### config.mk
export PLATFORM = sky130hd
export DESIGN_NAME = adc_seq
export DESIGN_NICKNAME = d
export VERILOG_FILES = /design/src/rtl/adc_seq.sv
export SDC_FILE = /design/constraint.sdc
export NUM_CORES = 1
export LEC_CHECK = 0
export ABC_CLOCK_PERIOD_IN_PS = 2300
export BUFFER_PORTS_ARGS = -buffer_cell sky130_fd_sc_hd__buf_4
export CORE_AREA = 2 2 91 93
export DETAILED_ROUTE_END_ITERATION = 16
export DIE_AREA = 0 0 93 95
export HOLD_SLACK_MARGIN = 0.02
export PLACE_DENSITY = 0.65
export SLEW_MARGIN = 20
export SYNTH_ARGS = -nofsm -noshare
export SYNTH_HDL_FRONTEND = slang
export SYNTH_SLANG_ARGS = --single-unit
### constraint.sdc
create_clock -name clk -period 2.3 [get_ports clk]
set_clock_uncertainty 0.2 [all_clocks]
set_input_delay 0.46 -clock clk [delete_from_list [all_inputs] [get_ports clk]]
set_output_delay 0.46 -clock clk [all_outputs]
set_load 0.05 [all_outputs]
### src/rtl/adc_seq.sv
module adc_seq #(
  parameter int DIV = 2
) (
  input  logic        clk,
  input  logic        rst_n,
  input  logic        start,
  input  logic [1:0]  channel,
  input  logic        mode,
  input  logic        sgl_dif,
  input  logic [1:0]  pd,
  input  logic        overlap,
  input  logic        wait_busy,
  input  logic        res_strap,
  input  logic        miso,
  input  logic        busy_in,
  output logic        sclk,
  output logic        cs_n,
  output logic        mosi,
  output logic [11:0] result,
  output logic        result_valid,
  output logic        busy_o
);
  localparam int RES_W   = 12;
  localparam int CMD_W   = 8;
  localparam int FRAME_N = CMD_W + 16;
  localparam int OVL_N   = 16;
  localparam int FIX_IDX = CMD_W + 2;
  localparam int DW      = (DIV > 1) ? $clog2(DIV) : 1;
  localparam int PW      = $clog2(FRAME_N + 1);
  localparam int BW      = $clog2(RES_W + 1);

  logic          pend, q_mode, q_sgl;
  logic [1:0]    q_ch, q_pd;
  logic          active, sclk_q, mosi_q;
  logic [DW-1:0] div_cnt;
  logic [PW-1:0] pos;
  logic [7:0]    cmd_sr;
  logic          cmd_m8, cmd_disc;
  logic          have_prev;
  logic [1:0]    prev_ch;
  logic          rd_on, rd_m8, rd_disc, busy_seen;
  logic [PW-1:0] rd_idx;
  logic [BW-1:0] rd_bits;
  logic [RES_W-2:0] rd_sr;

  logic tick, rise, fall, chain, launch, fin, cmd_done, rd_go, rd_last, new_disc;
  logic [PW-1:0]    rd_i;
  logic [7:0]       new_byte;
  logic [RES_W-1:0] rd_word;

  assign tick     = active && (div_cnt == DW'(DIV - 1));
  assign rise     = tick && !sclk_q;
  assign fall     = tick && sclk_q;
  assign chain    = fall && overlap && pend && (pos == PW'(OVL_N));
  assign launch   = (!active && pend) || chain;
  assign fin      = fall && (pos == PW'(FRAME_N));
  assign cmd_done = rise && (pos == PW'(CMD_W - 1));
  assign new_byte = {1'b1, q_ch[0], q_ch[1], ~q_ch[1], q_mode & res_strap, q_sgl, q_pd};
  assign new_disc = !have_prev || (q_ch != prev_ch);
  assign rd_i     = rd_idx + 1'b1;
  assign rd_word  = {rd_sr, miso};
  assign rd_go    = rd_on && rise && !cmd_done &&
                    ((rd_bits != '0) ||
                     (wait_busy ? (busy_seen && !busy_in) : (rd_i == PW'(FIX_IDX))));
  assign rd_last  = rd_go && (rd_bits == BW'(RES_W - 1));

  assign sclk   = sclk_q;
  assign cs_n   = ~active;
  assign mosi   = mosi_q;
  assign busy_o = active | pend;

  always_ff @(posedge clk) begin
    if (!rst_n) begin
      pend <= 1'b0; q_ch <= '0; q_pd <= '0; q_mode <= 1'b0; q_sgl <= 1'b0;
    end else if (start) begin
      pend <= 1'b1; q_ch <= channel; q_pd <= pd; q_mode <= mode; q_sgl <= sgl_dif;
    end else if (launch) begin
      pend <= 1'b0;
    end
  end

  always_ff @(posedge clk) begin
    if (!rst_n) begin
      active <= 1'b0; sclk_q <= 1'b0; mosi_q <= 1'b0; div_cnt <= '0; pos <= '0;
      cmd_sr <= '0; cmd_m8 <= 1'b0; cmd_disc <= 1'b0; have_prev <= 1'b0; prev_ch <= '0;
    end else if (launch) begin
      active    <= 1'b1;
      sclk_q    <= 1'b0;
      div_cnt   <= '0;
      pos       <= '0;
      cmd_sr    <= new_byte;
      mosi_q    <= new_byte[7];
      cmd_m8    <= q_mode & res_strap;
      cmd_disc  <= new_disc;
      prev_ch   <= q_ch;
      have_prev <= 1'b1;
    end else if (active) begin
      div_cnt <= tick ? '0 : div_cnt + 1'b1;
      if (tick) sclk_q <= ~sclk_q;
      if (rise) pos <= pos + 1'b1;
      if (fall) begin
        if (pos < PW'(CMD_W)) begin
          cmd_sr <= {cmd_sr[6:0], 1'b0};
          mosi_q <= cmd_sr[6];
        end else begin
          mosi_q <= 1'b0;
        end
        if (fin) active <= 1'b0;
      end
    end
  end

  always_ff @(posedge clk) begin
    if (!rst_n) begin
      rd_on <= 1'b0; rd_m8 <= 1'b0; rd_disc <= 1'b0; busy_seen <= 1'b0;
      rd_idx <= '0; rd_bits <= '0; rd_sr <= '0; result <= '0; result_valid <= 1'b0;
    end else begin
      result_valid <= 1'b0;
      if (cmd_done) begin
        rd_on     <= 1'b1;
        rd_idx    <= PW'(CMD_W);
        rd_bits   <= '0;
        busy_seen <= 1'b0;
        rd_m8     <= cmd_m8;
        rd_disc   <= cmd_disc;
      end else if (rise && rd_on) begin
        rd_idx <= rd_i;
        if (busy_in) busy_seen <= 1'b1;
        if (rd_go) begin
          rd_sr   <= rd_word[RES_W-2:0];
          rd_bits <= rd_bits + 1'b1;
        end
        if (rd_last) begin
          rd_on <= 1'b0;
          if (!rd_disc) begin
            result       <= rd_m8 ? {rd_word[RES_W-1:4], 4'h0} : rd_word;
            result_valid <= 1'b1;
          end
        end
      end else if (fin) begin
        rd_on <= 1'b0;
      end
    end
  end

  a_r2_start_bit: assert property (@(posedge clk) disable iff (!rst_n)
    $fell(cs_n) |-> mosi);
  a_r2_mosi_hold: assert property (@(posedge clk) disable iff (!rst_n)
    sclk |-> $stable(mosi));
  a_r3_strap_forces: assert property (@(posedge clk) disable iff (!rst_n)
    (launch && !res_strap) |=> !cmd_sr[3]);
  a_r4_clk_in_frame: assert property (@(posedge clk) disable iff (!rst_n)
    sclk |-> !cs_n);
  a_r8_valid_pulse: assert property (@(posedge clk) disable iff (!rst_n)
    result_valid |=> !result_valid);
  a_r8_result_hold: assert property (@(posedge clk) disable iff (!rst_n)
    !result_valid |-> $stable(result));
endmodule

Word-level counts from Yosys, hierarchy flattened

Cells that the tools add are included.

Add/subtract/negate cells: 4
$lt $le $gt $ge: 1
Equal/unequal tests: 7
Muxes and demuxes: 24
Bitwise operators: 10
Reductions and logical operators: 41

Operator list:

| operator              | count |
|---|---|
| $mux W7               | 4 |
| $mux W1               | 17 |
| $logic_and A1 B1 Y1   | 14 |
| $mux W4               | 3 |
| $reduce_and A2 Y1     | 6 |
| $add A5 B1 Y5 const B | 2 |
| $eq A5 B5 Y1 const B  | 2 |
| $reduce_bool A2 Y1    | 5 |
| $not A1 Y1            | 8 |
| $reduce_and A3 Y1     | 2 |
| $eq A5 B3 Y1 const B  | 1 |
| $eq A5 B4 Y1 const B  | 1 |
| $logic_not A1 Y1      | 5 |
| $lt A5 B4 Y1 const B  | 1 |
| $add A4 B1 Y4 const B | 1 |
| $eq A4 B4 Y1 const B  | 1 |
| $reduce_and A4 Y1     | 1 |
| $reduce_bool A4 Y1    | 1 |
| $reduce_or A2 Y1      | 2 |
| $reduce_or A4 Y1      | 1 |
| $logic_or A1 B1 Y1    | 3 |
| $ne A3 B3 Y1 const B  | 1 |
| $reduce_bool A3 Y1    | 1 |
| $ne A2 B2 Y1          | 1 |
| other kinds (3)       | 3 |

Flip-flop bits (word level): 65
Bits of input ports: 14
Output and inout bits: 17
Logic and storage cells: 112

Depth between registers and ports, before layout

Word-level depth: 10
Mapped depth: 8
Depth with buffers taken out: 6

Least setup slack after synthesis

No wires, ideal clock.

Path kind: register to register
Start: register sclk_q, in the netlist sclk
End: register div_cnt
Arrival time: 1.881 ns
Data required time: 1.981 ns
Path slack: 0.100 ns
Cell stages (with the launch flop): 6
Cell sequence: dfxtp_1 -> nand3_1 -> o41ai_1 -> buf_2 -> a21o_1 -> nor2_1

Cells in the longest elaborated chain, start to end: 6

RTL lines:

| item                              | RTL line | RTL |
|---|---|---|
| from (decl)                       | 34       | `logic active, sclk_q, mosi_q;` |
| from (signal assigned)            | 99       | `if (tick) sclk_q <= ~sclk_q;` |
| $logic_and A1 B1 Y1               | 53       | `assign fall = tick && sclk_q;` |
| $logic_and A1 B1 Y1 (3 in a row)  | 54       | `assign chain = fall && overlap && pend && (pos == PW'(OVL_N));` |
| $logic_or A1 B1 Y1                | 55       | `assign launch = (!active && pend) \|\| chain;` |
| $reduce_or A2 Y1 (no source line) | -        |  |
| to (signal assigned)              | 98       | `div_cnt <= tick ? '0 : div_cnt + 1'b1;` |
| to (decl)                         | 35       | `logic [DW-1:0] div_cnt;` |

Every way passes these cells.
A chain may end at the register's enable or synchronous reset.

Worst setup path in the final report

Start: register pos[0]
End: register cmd_disc

Cells in the longest elaborated chain, start to end: 3

RTL lines:

| item                   | RTL line | RTL |
|---|---|---|
| from (decl)            | 36       | `logic [PW-1:0] pos;` |
| from (signal assigned) | 100      | `if (rise) pos <= pos + 1'b1;` |
| $eq A5 B5 Y1           | 54       |  |
| $logic_and A1 B1 Y1    | 54       |  |
| $logic_or A1 B1 Y1     | 55       |  |
| to (signal assigned)   | 94       | `cmd_disc <= new_disc;` |
| to (decl)              | 38       | `logic cmd_m8, cmd_disc;` |

Every way passes these cells.

==> reports/qor.txt <==
Maximum Capacitance Violations -> 0
Initial antenna violation count -> 0
Post-Syn Area -> 3070 um^2
Clk pwr share -> 0.454
Crit end category -> flip-flop
XOR/XNOR share of the synthesized area -> 0.0342
Buffers on Ports -> 30
Measured slew at the worst slew-check pin -> 0.512 ns
Die width -> 93 um
Utilization after layout -> 0.462
Reg power frac -> 0.488
Post_cts resized -> 0
Total Neg Setup Slack -> 0 ns
Pin count of the biggest net entering global routing -> 35
Hold depth -> 3
Area fraction in compound gates after synthesis -> 0.165
Switching part of the total -> 0.239
Cells after Synth -> 351
Slew HR -> 0.654
TritonCTS clock tree -> yes
Root buffer cell -> clkbuf_8
Yosys reg bits -> 65
TritonCTS Buffers -> 9
Total number of vias -> 2,723
Drt wl/cell -> 14.1 um
RSZ-0062 raised after global routing -> no
Critical path's largest stage delay -> 0.41 ns
HP Class -> input pin to flip-flop
CTS clk-pin slew, worst paths -> 0.08 ns
Yosys cell types -> 48
Max VDD drop -> 0.374 mV
GR Overflow Total -> 0
Combinational family with the most area after synthesis -> simple AND/OR/NAND/NOR gates
Rows -> 33
CP Class -> flip-flop to flip-flop
Adder-cell share of the synthesized area -> 0.0244
FF/Latch Area -> 1300 um^2
Postcts setup bufs -> 0
Arr. time, crit path -> 2.18 ns
Top cells by area in the synthesized netlist -> dfxtp_1, mux2i_1, nor2_1
Dominant synthesized flop cell -> dfxtp_1
Longest Clk Path Bufs -> 2
DRC Markers -> 0
Synthesis Warnings -> 0
Die Y-Extent -> 95 um
Crit path max-delay cell type -> and2_1
Cell taking the most area after synthesis -> dfxtp_1
Most used cell, CP -> buf_4
EDFF count, synth -> 0
Status -> completed
Total clock sinks -> 65
Hold Vio Cnt, Final -> 0
Final Max Slew Viols -> 0
First-pass GRT wire length -> 11,300 um
GRT Overall Usage -> 0.162
Via density -> 5.53
Initial core utilization -> 0.387
Ys async rst share -> 0
Clk_lat worst skew -> 0.35 ns
Sw Pwr -> 568 uW
Post-synthesis mux area share -> 0.0685
Area share of the largest cell type after synthesis -> 0.424
CP Cell Sequence -> buf_4 > inv_1 > ha_1 > nand2_1 > o41ai_1 > buf_4 > and2_1 > a311oi_1
Final setup vio count -> 0
Crit Path Max Fanout -> 12
Gpl congestion -> 0.840
Cell with the most instances after synthesis -> dfxtp_1
Required time worst endpoint -> 2.32 ns
Final ANT Viol Nets -> 0
Detailed placer's ending HPWL -> 4720 um
Share of layout cells above drive strength 1 -> 0.171
Fin crit share -> 0.937
Internal power -> 1810 uW
Nets@finish -> 402
1st-pass router iterations -> 5
Power per cell area -> 649 nW/um^2
Post-Synth Simple-Gate Area -> 0.231
Area growth from synthesis to layout -> 19.4%
CTS H-tree lvls -> 3
Syn Area/Cell -> 8.75 um^2
Post-synth net total -> 371
Sequential share of the synthesized area -> 0.424
Core box area -> 7930 um^2
Die area -> 8840 um^2
DRT Wirelength -> 6960 um
Area taken by multi-input logic gates -> 1610 um^2
Commonest cells post-synth -> dfxtp_1, nor2_1, nand2_1, a21oi_1, nand3_1
Combinational fraction of design power -> 0.058
Startpoint Class -> flip-flop
Fill count -> 796
Antenna Cells -> 0
Count of hold-fix buffers inserted at cts -> 0
Initial drt markers -> 134
Leakage -> 0.00151 uW
Fmax -> 464 MHz
IO Count -> 31
Vias in the first global route -> 2,398
Final Critical Period -> 2.15 ns
Worst Reg-to-Reg Cells -> 8
-- power by group through the flow --
stage                     combinational (uW)  clock, uW  sequential, uW
final                                    138       1080            1160
after floorplan                         85.1          0            1190
after CTS                                140       1100            1160
after detailed placement                 139          0            1190
after global placement                   138          0            1190
after global routing                     150       1160            1160
-- per-stage QoR --
stage | instances | hold slack [ns] | area (um^2) | power, uW | setup slack (ns)
after floorplan | 351 | 0.226 | 3070 | 1270 | 0.100
after global placement | 476 | 0.235 | 3440 | 1320 | 0.174
after detailed placement | 476 | 0.247 | 3440 | 1330 | 0.0891
after CTS | 492 | 0.129 | 3660 | 2400 | 0.0622
after global routing | 492 | 0.131 | 3660 | 2470 | 0.00916
final | 492 | 0.136 | 3660 | 2380 | 0.145
-- cell families (layout without fill, tap and decap cells) --
logic type,Yosys count,count (layout)
adders and majority gates,6,6
xor gates and xnor gates,12,12
DFF,65,65
muxes,21,21
AOI/OAI and AO/OA,75,75
buffers and inverters,38,74
and+or+nand+nor,134,134
-- final timing paths --
path                            slack [ns]              startpoint               endpoint
worst max-delay path                  0.15     pos[0]$_SDFFE_PP0P_  cmd_disc$_SDFFE_PN0N_
worst min register to register        0.24  have_prev$_SDFFE_PN0N_  cmd_disc$_SDFFE_PN0N_
worst max register to register        0.15     pos[0]$_SDFFE_PP0P_  cmd_disc$_SDFFE_PN0N_
worst min-delay path                  0.14              channel[1]   q_ch[1]$_SDFFE_PN0P_
-- area by class of cell --
type / count / share of cell area
clock buffer: 9 / 0.0338
tap: 105 / 0.0358
timing repair buffer: 49 / 0.100
clock inverter: 7 / 0.0256
sequential: 65 / 0.355
inverter: 9 / 0.00922
multi-input combinational: 248 / 0.440
-- sequential cells by signal, indices dropped and copies added, names as in the netlist, 2 cells and up --
register and cells:
prev_ch 2, rd_sr 11, rd_idx 5, cmd_sr 7
q_ch 2, pos 5, rd_bits 4, q_pd 2
result 12
-- critical path: cells and delay by family (launching register included) --
| kind | cells | cell delay, ns |
|---|---|---|
| DFF | 1 | 0.32 |
| buffers and inverters | 3 | 0.43 |
| and+or+nand+nor | 2 | 0.47 |
| adders and majority gates | 1 | 0.13 |
| AOI/OAI and AO/OA | 2 | 0.47 |
-- layer usage --
layer | routed length [um] | global-route usage | vias to the layer above | share of wire
met2 | 3280 | 0.260 | 61 | 0.47
li1 | - | - | 1364 | -
met5 | 0 | 0 | - | 0
met3 | 380 | 0.0463 | 8 | 0.055
met1 | 3240 | 0.211 | 1290 | 0.47
met4 | 61 | 0.0551 | 0 | 0.0088
-- layout by cell type, fill, tap and decap left out, drive strengths merged, types with 8 or more instances in the layout --
cell and n:
a31oi 10, inv 10, o21ai 8, o2111ai 12, or4 12, a21oi 22
buf 49, nand4 11, nand3 22, nor2 32, nand2 30, dfxtp 65
clkbuf 9, mux2i 21
(Power assumes the default switching activity.)
